[config.mk]
export PLATFORM = sky130hd
export DESIGN_NAME = sbpipe_top
export DESIGN_NICKNAME = d
export VERILOG_FILES = /design/src/rtl/sbpipe_pkg.sv /design/src/rtl/sbpipe_control.sv /design/src/rtl/sbpipe_datapath.sv /design/src/rtl/sbpipe_top.sv
export SDC_FILE = /design/constraint.sdc
export NUM_CORES = 2
export LEC_CHECK = 0
export ABC_AREA = 1
export BUFFER_PORTS_ARGS = -buffer_cell sky130_fd_sc_hd__buf_2
export CELL_PAD_IN_SITES_DETAIL_PLACEMENT = 1
export CELL_PAD_IN_SITES_GLOBAL_PLACEMENT = 2
export CORE_AREA = 2 2 366 640
export CTS_BUF_LIST = sky130_fd_sc_hd__clkbuf_16
export DETAILED_ROUTE_END_ITERATION = 8
export DIE_AREA = 0 0 368 642
export PLACE_DENSITY_LB_ADDON = 0.3
export SLEW_MARGIN = 25
export SYNTH_ARGS = -nofsm -noshare
export SYNTH_HDL_FRONTEND = slang
export SYNTH_SLANG_ARGS = --single-unit
[constraint.sdc]
create_clock -name clk -period 10.5 [get_ports clk]
set_input_delay 2.1 -clock clk [delete_from_list [all_inputs] [get_ports clk]]
set_output_delay 2.1 -clock clk [all_outputs]
set_load 0.01 [all_outputs]
[src/rtl/sbpipe_pkg.sv]
package sbpipe_pkg;

  localparam int unsigned CELLS    = 48;
  localparam int unsigned SAMP_W   = 12;
  localparam int unsigned BASE_LAG = 3;
  localparam int unsigned GAINS    = 2;
  localparam int unsigned PTR_W    = $clog2(CELLS);
  localparam int unsigned DIFF_W   = SAMP_W + 1;

  typedef logic [PTR_W-1:0] cell_t;

  localparam cell_t            LAST_CELL = cell_t'(CELLS - 1);
  localparam cell_t            LAG_CELL  = cell_t'(BASE_LAG);
  localparam logic [PTR_W:0]   CELLS_X   = (PTR_W + 1)'(CELLS);

  typedef enum logic [1:0] {
    RD_IDLE = 2'd0,
    RD_LOW  = 2'd1,
    RD_HIGH = 2'd2
  } rd_state_t;

  typedef struct packed {
    logic  wrEn;
    logic  wrBank;
    cell_t wrAddr;
    logic  rdEn;
    logic  rdHigh;
    logic  rdBank;
    cell_t rdTrig;
    cell_t rdBase;
  } pipe_ctl_t;

  // Circular subtraction over the cell ring; back must be below CELLS.
  function automatic cell_t cellBack(input cell_t from, input cell_t back);
    logic [PTR_W:0] sum;
    sum = {1'b0, from} + CELLS_X - {1'b0, back};
    if (sum >= CELLS_X) sum = sum - CELLS_X;
    return sum[PTR_W-1:0];
  endfunction

endpackage

[src/rtl/sbpipe_control.sv]
module sbpipe_control
  import sbpipe_pkg::*;
(
  input  logic             clk,
  input  logic             rstN,
  input  logic             xingStb,
  input  logic             superStb,
  input  logic             l1Accept,
  input  logic [PTR_W-1:0] latency,
  output pipe_ctl_t        ctl,
  output logic             busy,
  output logic             writeBank
);

  rd_state_t state, stateNext;

  cell_t wrPtr;
  logic  wrBankQ;
  logic  swapPending;

  logic  curBank;
  cell_t curTrig, curBase;

  logic  holdValid;
  logic  holdBank;
  cell_t holdTrig, holdBase;

  cell_t latEff;
  cell_t acceptTrig, acceptBase;
  logic  acceptBank;

  logic startIdle, chainNew, useHold, queueNew;
  logic swapReq, swapNow;

  // Cell addresses an accept would use if taken at this edge
  always_comb begin
    latEff     = (latency > LAST_CELL) ? LAST_CELL : latency;
    acceptTrig = cellBack(wrPtr, latEff);
    acceptBase = cellBack(acceptTrig, LAG_CELL);
    acceptBank = ~wrBankQ;
  end

  always_comb begin
    startIdle = (state == RD_IDLE) && l1Accept;
    chainNew  = (state == RD_HIGH) && l1Accept && !holdValid;
    useHold   = (state == RD_HIGH) && holdValid;
    queueNew  = (state == RD_LOW)  && l1Accept && !holdValid;
    swapReq   = superStb || swapPending;
    swapNow   = swapReq && (state == RD_IDLE) && !l1Accept;
  end

  always_comb begin
    stateNext = state;
    unique case (state)
      RD_IDLE: stateNext = l1Accept ? RD_LOW : RD_IDLE;
      RD_LOW:  stateNext = RD_HIGH;
      RD_HIGH: stateNext = (holdValid || l1Accept) ? RD_LOW : RD_IDLE;
      default: stateNext = RD_IDLE;
    endcase
  end

  // Readout sequencer and holding slot
  always_ff @(posedge clk) begin
    if (!rstN) begin
      state     <= RD_IDLE;
      curBank   <= 1'b0;
      curTrig   <= '0;
      curBase   <= '0;
      holdValid <= 1'b0;
      holdBank  <= 1'b0;
      holdTrig  <= '0;
      holdBase  <= '0;
    end else begin
      state <= stateNext;
      if (startIdle || chainNew) begin
        curBank <= acceptBank;
        curTrig <= acceptTrig;
        curBase <= acceptBase;
      end else if (useHold) begin
        curBank <= holdBank;
        curTrig <= holdTrig;
        curBase <= holdBase;
      end
      if (queueNew) begin
        holdValid <= 1'b1;
        holdBank  <= acceptBank;
        holdTrig  <= acceptTrig;
        holdBase  <= acceptBase;
      end else if (useHold) begin
        holdValid <= 1'b0;
      end
    end
  end

  // Write pointer and bank role
  always_ff @(posedge clk) begin
    if (!rstN) begin
      wrPtr       <= '0;
      wrBankQ     <= 1'b0;
      swapPending <= 1'b0;
    end else begin
      if (xingStb) wrPtr <= (wrPtr == LAST_CELL) ? '0 : wrPtr + cell_t'(1);
      if (swapNow) wrBankQ <= ~wrBankQ;
      swapPending <= swapReq && !swapNow;
    end
  end

  always_comb begin
    ctl.wrEn   = xingStb;
    ctl.wrBank = wrBankQ;
    ctl.wrAddr = wrPtr;
    ctl.rdEn   = (state != RD_IDLE);
    ctl.rdHigh = (state == RD_HIGH);
    ctl.rdBank = curBank;
    ctl.rdTrig = curTrig;
    ctl.rdBase = curBase;
  end

  assign busy      = (state != RD_IDLE);
  assign writeBank = wrBankQ;

endmodule

[src/rtl/sbpipe_datapath.sv]
module sbpipe_datapath
  import sbpipe_pkg::*;
(
  input  logic                     clk,
  input  logic                     rstN,
  input  pipe_ctl_t                ctl,
  input  logic [SAMP_W-1:0]        sampleIn [GAINS],
  output logic signed [DIFF_W-1:0] diffOut  [GAINS],
  output logic [GAINS-1:0]         diffValid
);

  for (genvar g = 0; g < GAINS; g++) begin : g_path
    localparam bit IS_HIGH = (g == GAINS - 1);

    logic [SAMP_W-1:0]        bankMem [2][CELLS];
    logic [SAMP_W-1:0]        trigVal, baseVal;
    logic signed [DIFF_W-1:0] trigS, baseS;
    logic                     pick;

    always_ff @(posedge clk) begin
      if (ctl.wrEn) bankMem[ctl.wrBank][ctl.wrAddr] <= sampleIn[g];
    end

    always_comb begin
      trigVal = bankMem[ctl.rdBank][ctl.rdTrig];
      baseVal = bankMem[ctl.rdBank][ctl.rdBase];
      trigS   = $signed({1'b0, trigVal});
      baseS   = $signed({1'b0, baseVal});
      pick    = ctl.rdEn && (ctl.rdHigh == IS_HIGH);
    end

    always_ff @(posedge clk) begin
      if (!rstN) begin
        diffOut[g]   <= '0;
        diffValid[g] <= 1'b0;
      end else begin
        diffValid[g] <= pick;
        if (pick) diffOut[g] <= trigS - baseS;
      end
    end
  end

endmodule

[src/rtl/sbpipe_top.sv]
module sbpipe_top
  import sbpipe_pkg::*;
(
  input  logic                     clk,
  input  logic                     rstN,
  input  logic                     xingStb,
  input  logic                     superStb,
  input  logic                     l1Accept,
  input  logic [PTR_W-1:0]         latency,
  input  logic [SAMP_W-1:0]        sampleLo,
  input  logic [SAMP_W-1:0]        sampleHi,
  output logic                     busy,
  output logic                     writeBank,
  output logic signed [DIFF_W-1:0] diffLo,
  output logic                     diffLoValid,
  output logic signed [DIFF_W-1:0] diffHi,
  output logic                     diffHiValid
);

  pipe_ctl_t                ctlBus;
  logic [SAMP_W-1:0]        sampleArr [GAINS];
  logic signed [DIFF_W-1:0] diffArr   [GAINS];
  logic [GAINS-1:0]         validArr;

  assign sampleArr[0] = sampleLo;
  assign sampleArr[1] = sampleHi;

  sbpipe_control u_ctrl (
    .clk       (clk),
    .rstN      (rstN),
    .xingStb   (xingStb),
    .superStb  (superStb),
    .l1Accept  (l1Accept),
    .latency   (latency),
    .ctl       (ctlBus),
    .busy      (busy),
    .writeBank (writeBank)
  );

  sbpipe_datapath u_dp (
    .clk       (clk),
    .rstN      (rstN),
    .ctl       (ctlBus),
    .sampleIn  (sampleArr),
    .diffOut   (diffArr),
    .diffValid (validArr)
  );

  assign diffLo      = diffArr[0];
  assign diffHi      = diffArr[1];
  assign diffLoValid = validArr[0];
  assign diffHiValid = validArr[1];

endmodule

# Yosys cells after proc, flatten, opt, wreduce, memory -nomap -nowiden
# Memory sizes are Yosys's and may differ from the RTL's. A register that Yosys moved wholly into a read port is not among the register bits.
# Index checks and enable logic that the tools add are counted.
# totals
in_bits	35
reg_bits	65
elab_cells	98
latch_bits	0
output_inout_bits	30
mem_count	2
mem_bits_rw	2304
romBits	0
# memory_table
memory	depth	width	rd	rd_ports_with_merged_regs	write_ports	line	text
u_dp.g_path[0].bankMem	2	576	1	1	1	sbpipe_datapath.sv:15	logic [SAMP_W-1:0] bankMem [2][CELLS];
u_dp.g_path[1].bankMem	2	576	1	1	1	sbpipe_datapath.sv:15	
# op_classes
n_mul	0
muxes	35
addsub	9
shift	0
n_lt_le_gt_ge	7
bitwise_logic	5
div	0
n_reduce_logical	22
eq_ne	3
# ops
cell	n
576-bit two-way mux	1
12-bit binary-select mux with 6-bit select	4
12-bit two-way mux	9
12-bit demux with 6-bit select	1
6-bit two-way mux	8
12-bit by 12-bit subtractor with 13-bit output	2
7-bit >= comparator (second input constant)	3
6-bit NOT with 7-bit output	3
6-bit by 6-bit adder with 7-bit output (second input constant)	2
7-bit by 6-bit >= comparator with 1-bit output (second input constant)	2
1-bit logical AND	12
6-bit subtractor (second input constant)	2
1-bit two-way mux	11
7-bit by 1-bit less-than comparator with 1-bit output (second input constant)	1
7-bit by 2-bit subtractor with 7-bit output (second input constant)	1
7-bit by 6-bit subtractor with 7-bit output	1
6-bit by 1-bit adder with 6-bit output (second input constant)	1
6-bit == test (second input constant)	1
6-bit greater-than comparator (second input constant)	1
2-bit one-hot mux with 3 select lines	1
2-bit nonzero test	3
1-bit logical NOT	3
1-bit logical OR	3
2-bit by 1-bit == test with 1-bit output (second input constant)	1
other kinds (3)	4

# Depth between registers and ports, before layout
# depth
word_depth	10
mapped_depth	28

# Modules after synthesis
# Synthesis repeated with hierarchy kept, for this count alone.
# hier_totals
cells_unflattened	10752
area_unflattened_um2	110556.0
# by_module_without_submodules
module	cells_per_inst	area_each_um2	n_inst
sbpipe_datapath	10468	108435.2	1
sbpipe_control	284	2120.8	1

# Worst setup path after synthesis
# Ideal clock, no wire load.
# synth_timing
path_kind	input-to-reg
start	input xingStb
end	memory u_dp.g_path[0].bankMem[0][324] (netlist name) (enable)
path_slack_ns	5.256
arrival_ns	4.809
stages	7
path_buffers	1
cell_sequence	clkbuf_1 > inv_1 > nor4_1 > inv_1 > nor2_1 > inv_1 > nor3_1
# synth_via
elab_chain_cells	2
# synth_lines
item	line	text
start, declared	sbpipe_top.sv:6	input logic xingStb,
1-bit two-way mux	sbpipe_datapath.sv:21	if (ctl.wrEn) bankMem[ctl.wrBank][ctl.wrAddr] <= sampleIn[g];
576-bit two-way mux (not written as such)	sbpipe_datapath.sv:21	
end, declared	sbpipe_datapath.sv:15	
# No other way between the ends.

==> impl_metrics.json <==
{
  "status": "completed",
  "synth_nets": 9599,
  "ys_async_sr_fraction": 0,
  "wl_met1_mm": 147,
  "yosysWarningCount": 0,
  "pin_count": 65,
  "post-dp-hpwl_mm": 252,
  "rsz0062_at_grt": "false",
  "switching_power_mw": 6.54,
  "grt_pass1_vias": 84200,
  "synth_ff_type": "edfxtp_1",
  "cp-start-kind": "register",
  "synth_top_area_frac": 0.639,
  "cp.arrival_ns": 7.21,
  "post-route-period-util": 0.609,
  "ys_top_cells_by_count": "2,623 x nand2_1, 2,304 x edfxtp_1, 1,727 x nand3_1",
  "areaGrowthSynthToFinish_pct": 10.4,
  "fin_setup_tns_ns": 0,
  "clock_power_share": 0.369,
  "final_core_util": 0.517,
  "start_util": 0.468,
  "fp.dieH_um": 642,
  "drv_slew": 0,
  "fin_ws_ns": 4.10,
  "synth.distinct_cells": 43,
  "wl_met2_mm": 209,
  "finalPower_mw": 22.5,
  "cts_buffer_depth": 4,
  "cts_resized": 0,
  "cts-root-buf": "clkbuf_16",
  "fmaxAchievable_ghz": 0.156,
  "post_drt_wl_per_cell_um": 34.1,
  "ir_drop_mv": 0.173,
  "leakage_nw": 42.1,
  "critical_path_class": "reg2reg",
  "p_int_mw": 16.0,
  "row_count": 234,
  "grt_pass1_wl_mm": 606,
  "critPathMaxFanout": 108,
  "core-area_um2": 231000,
  "wl_met3_mm": 28.6,
  "finClkSkew_ns": 0.0420,
  "worstHoldPathCells": 2,
  "swShare": 0.290,
  "dieWidth_um": 368,
  "io_buffers": 64,
  "nets": 9449,
  "cts_buffers": 222,
  "post_cts_buffers": 0,
  "drtPass1Iterations": 6,
  "antenna_found_initial": 23,
  "crit_path_end_kind": "register",
  "hold_path_class": "reg2reg",
  "powerDensity_nw_per_um2": 189,
  "p_seq_frac": 0.466,
  "num_vias": 80100,
  "holdBufCountCts": 0,
  "required_ns": 11.31,
  "h-tree-depth": 4,
  "rrSetupSlack_ns": 4.10,
  "clock_sinks": 2370,
  "yosys.area.top_type": "edfxtp_1",
  "dp_slack_ns": 4.38,
  "drive_gt1_frac": 0.0800,
  "gp_congestion": 0.931,
  "routed.top_layer": "met5",
  "ys_seq_elements": 2370,
  "relSlewSlack": 0.271,
  "drtAntennaViolNets": 0,
  "drt_iter0_drc": 8008,
  "yosysSeqAreaShare": 0.651,
  "hold_viol": 0,
  "vias_per_cell": 6.34,
  "fin_crit_ns": 6.40,
  "netlist_area_um2": 108000,
  "cap_violations": 0,
  "worstMarginPinSlew_ns": 1.09,
  "overflow": 0,
  "min_to": "u_ctrl.curTrig[5]",
  "post-synth-top-count-cell": "nand2_1",
  "drc": 0,
  "path_clk_slew_ns": 0.07,
  "worstSkewPairLatency_ns": 0.93,
  "cts_tree": "yes",
  "synth.area.top_cells": "edfxtp_1 64%, nand2_1 9.1%, mux2i_1 9.0%, nand3_1 8.0%, dfxtp_1 1.2%",
  "syn_inst": 9520,
  "hold_start": "u_ctrl.curTrig[5]",
  "finalSetupViolations": 0,
  "die-area_um2": 236000,
  "drt_wl_total_mm": 431,
  "reg2reg_depth": 20,
  "postSynthAreaPerCell_um2": 11.4,
  "reg2reg_to": "u_dp.diffOut[10]",
  "track_usage": 0.358,
  "comb_power_share": 0.165,
  "synth-edff-count": 2304,
  "grt_start_max_net_pins": 158
}
## flip-flops by register name (all words and copies together), names as in the netlist, named ones only
| name | count |
|---|---|
| u_ctrl.writeBank | 1 |
| u_dp.g_path.bankMem | 2304 |
| u_dp.diffValid | 2 |
| u_ctrl.curBase | 6 |
| u_ctrl.curTrig | 6 |
| u_ctrl.state | 2 |
| u_dp.diffOut | 26 |
| u_ctrl.swapPending | 1 |
| u_ctrl.holdValid | 1 |
| u_ctrl.holdBase | 6 |
| u_ctrl.holdTrig | 6 |
| u_ctrl.curBank | 1 |
| u_ctrl.holdBank | 1 |
| u_ctrl.wrPtr | 6 |
## layout make-up
| cell class | instances | area (um2) |
|---|---|---|
| repair buffers | 299 | 2460 |
| clock buffers | 226 | 5660 |
| inverters | 145 | 599 |
| multi-input cells | 6332 | 34700 |
| flip-flops and latches | 2370 | 70500 |
| clock inverters | 171 | 1600 |
| fillers | 24000 | 112000 |
| diodes | 13 | 32.5 |
| well taps | 3068 | 3840 |
## power groups by stage
stage               Sequential [mW]  Combinational, mW  Clock, mW
floorplan                      10.6               2.02          0
global placement               10.7               3.53          0
detailed placement             10.7               3.59          0
CTS                            10.5               3.61       8.38
global route                   10.5               3.87       8.68
finish                         10.5               3.73       8.31
## how the worst max path moves through the flow
stage          slack, ns  cells past startpoint                        endpoint  startpoint
5_1_grt             3.87                     20                u_dp.diffOut[10]    register
6_report            4.10                     20                u_dp.diffOut[10]    register
3_5_place_dp        4.38                     20                u_dp.diffOut[10]    register
4_1_cts             4.35                     20                u_dp.diffOut[10]    register
3_3_place_gp        4.36                     20                u_dp.diffOut[10]    register
2_1_floorplan       5.26                      7  u_dp.g_path[0].bankMem[0][324]     xingStb
## cells by family after synthesis
| group | share of synthesized area |
|---|---|
| simple gates | 0.182 |
| flops | 0.651 |
| mux | 0.0900 |
| buf+inv | 0.0333 |
| compound gates | 0.0370 |
| fa+ha+maj | 0.00529 |
| xor+xnor | 0.00121 |
## per-stage QoR
stage / instance area [um2] / hold slack [ns] / std cells
after CTS: 119000 / 0.467 / 12600
after global placement: 112000 / 0.454 / 12200
final: 119000 / 0.465 / 12600
after global routing: 119000 / 0.498 / 12600
after floorplan: 108000 / 0.426 / 9520
after detailed placement: 112000 / 0.457 / 12200
## cell usage in the layout (no fill, tap or decap), types with 5 or more instances in the layout
cell type	instances
a21oi_1	200
a31oi_1	6
buf_12	22
buf_2	42
buf_4	228
buf_6	6
bufinv_16	31
clkbuf_16	226
clkinv_1	50
clkinv_2	42
clkinvlp_4	8
dfxtp_1	56
dfxtp_4	10
diode_2	13
edfxtp_1	2304
ha_1	41
inv_1	168
inv_6	5
inv_8	5
mux2i_1	973
nand2_1	2623
nand3_1	1727
nand4_1	6
nor2_1	97
nor2_2	8
nor2_4	42
nor3_1	27
nor3_2	46
o211ai_1	149
o21ai_0	259
o21bai_1	6
o221ai_1	11
o22ai_1	6
o311ai_0	8
o311ai_1	21
o31ai_1	6
or2_2	32
xor2_1	12
## worst max-delay path: stages, from the launching register on
cell and delay [ns]:
dfxtp_4 0.85, buf_12 0.58, buf_4 0.83, mux2i_1 0.27, nand2_1 0.12, nand3_1 0.11
nand3_1 0.11, nand3_1 0.42, nand3_1 0.21, nand3_1 0.28, nand2_1 0.35, inv_1 0.13
fa_1 0.47, o211ai_1 0.45, a21oi_1 0.18, o21ai_0 0.30, nand3_1 0.14, nand3_1 0.10
nand3_1 0.10, nand2_1 0.08, inv_1 0.03
## routing by layer
metal	up-vias	track usage
met2	3763	0.599
met5	-	0
met3	1410	0.0521
met4	8	0.318
li1	33900	-
met1	41000	0.395
No activity file was read; power rests on OpenSTA's default activity.
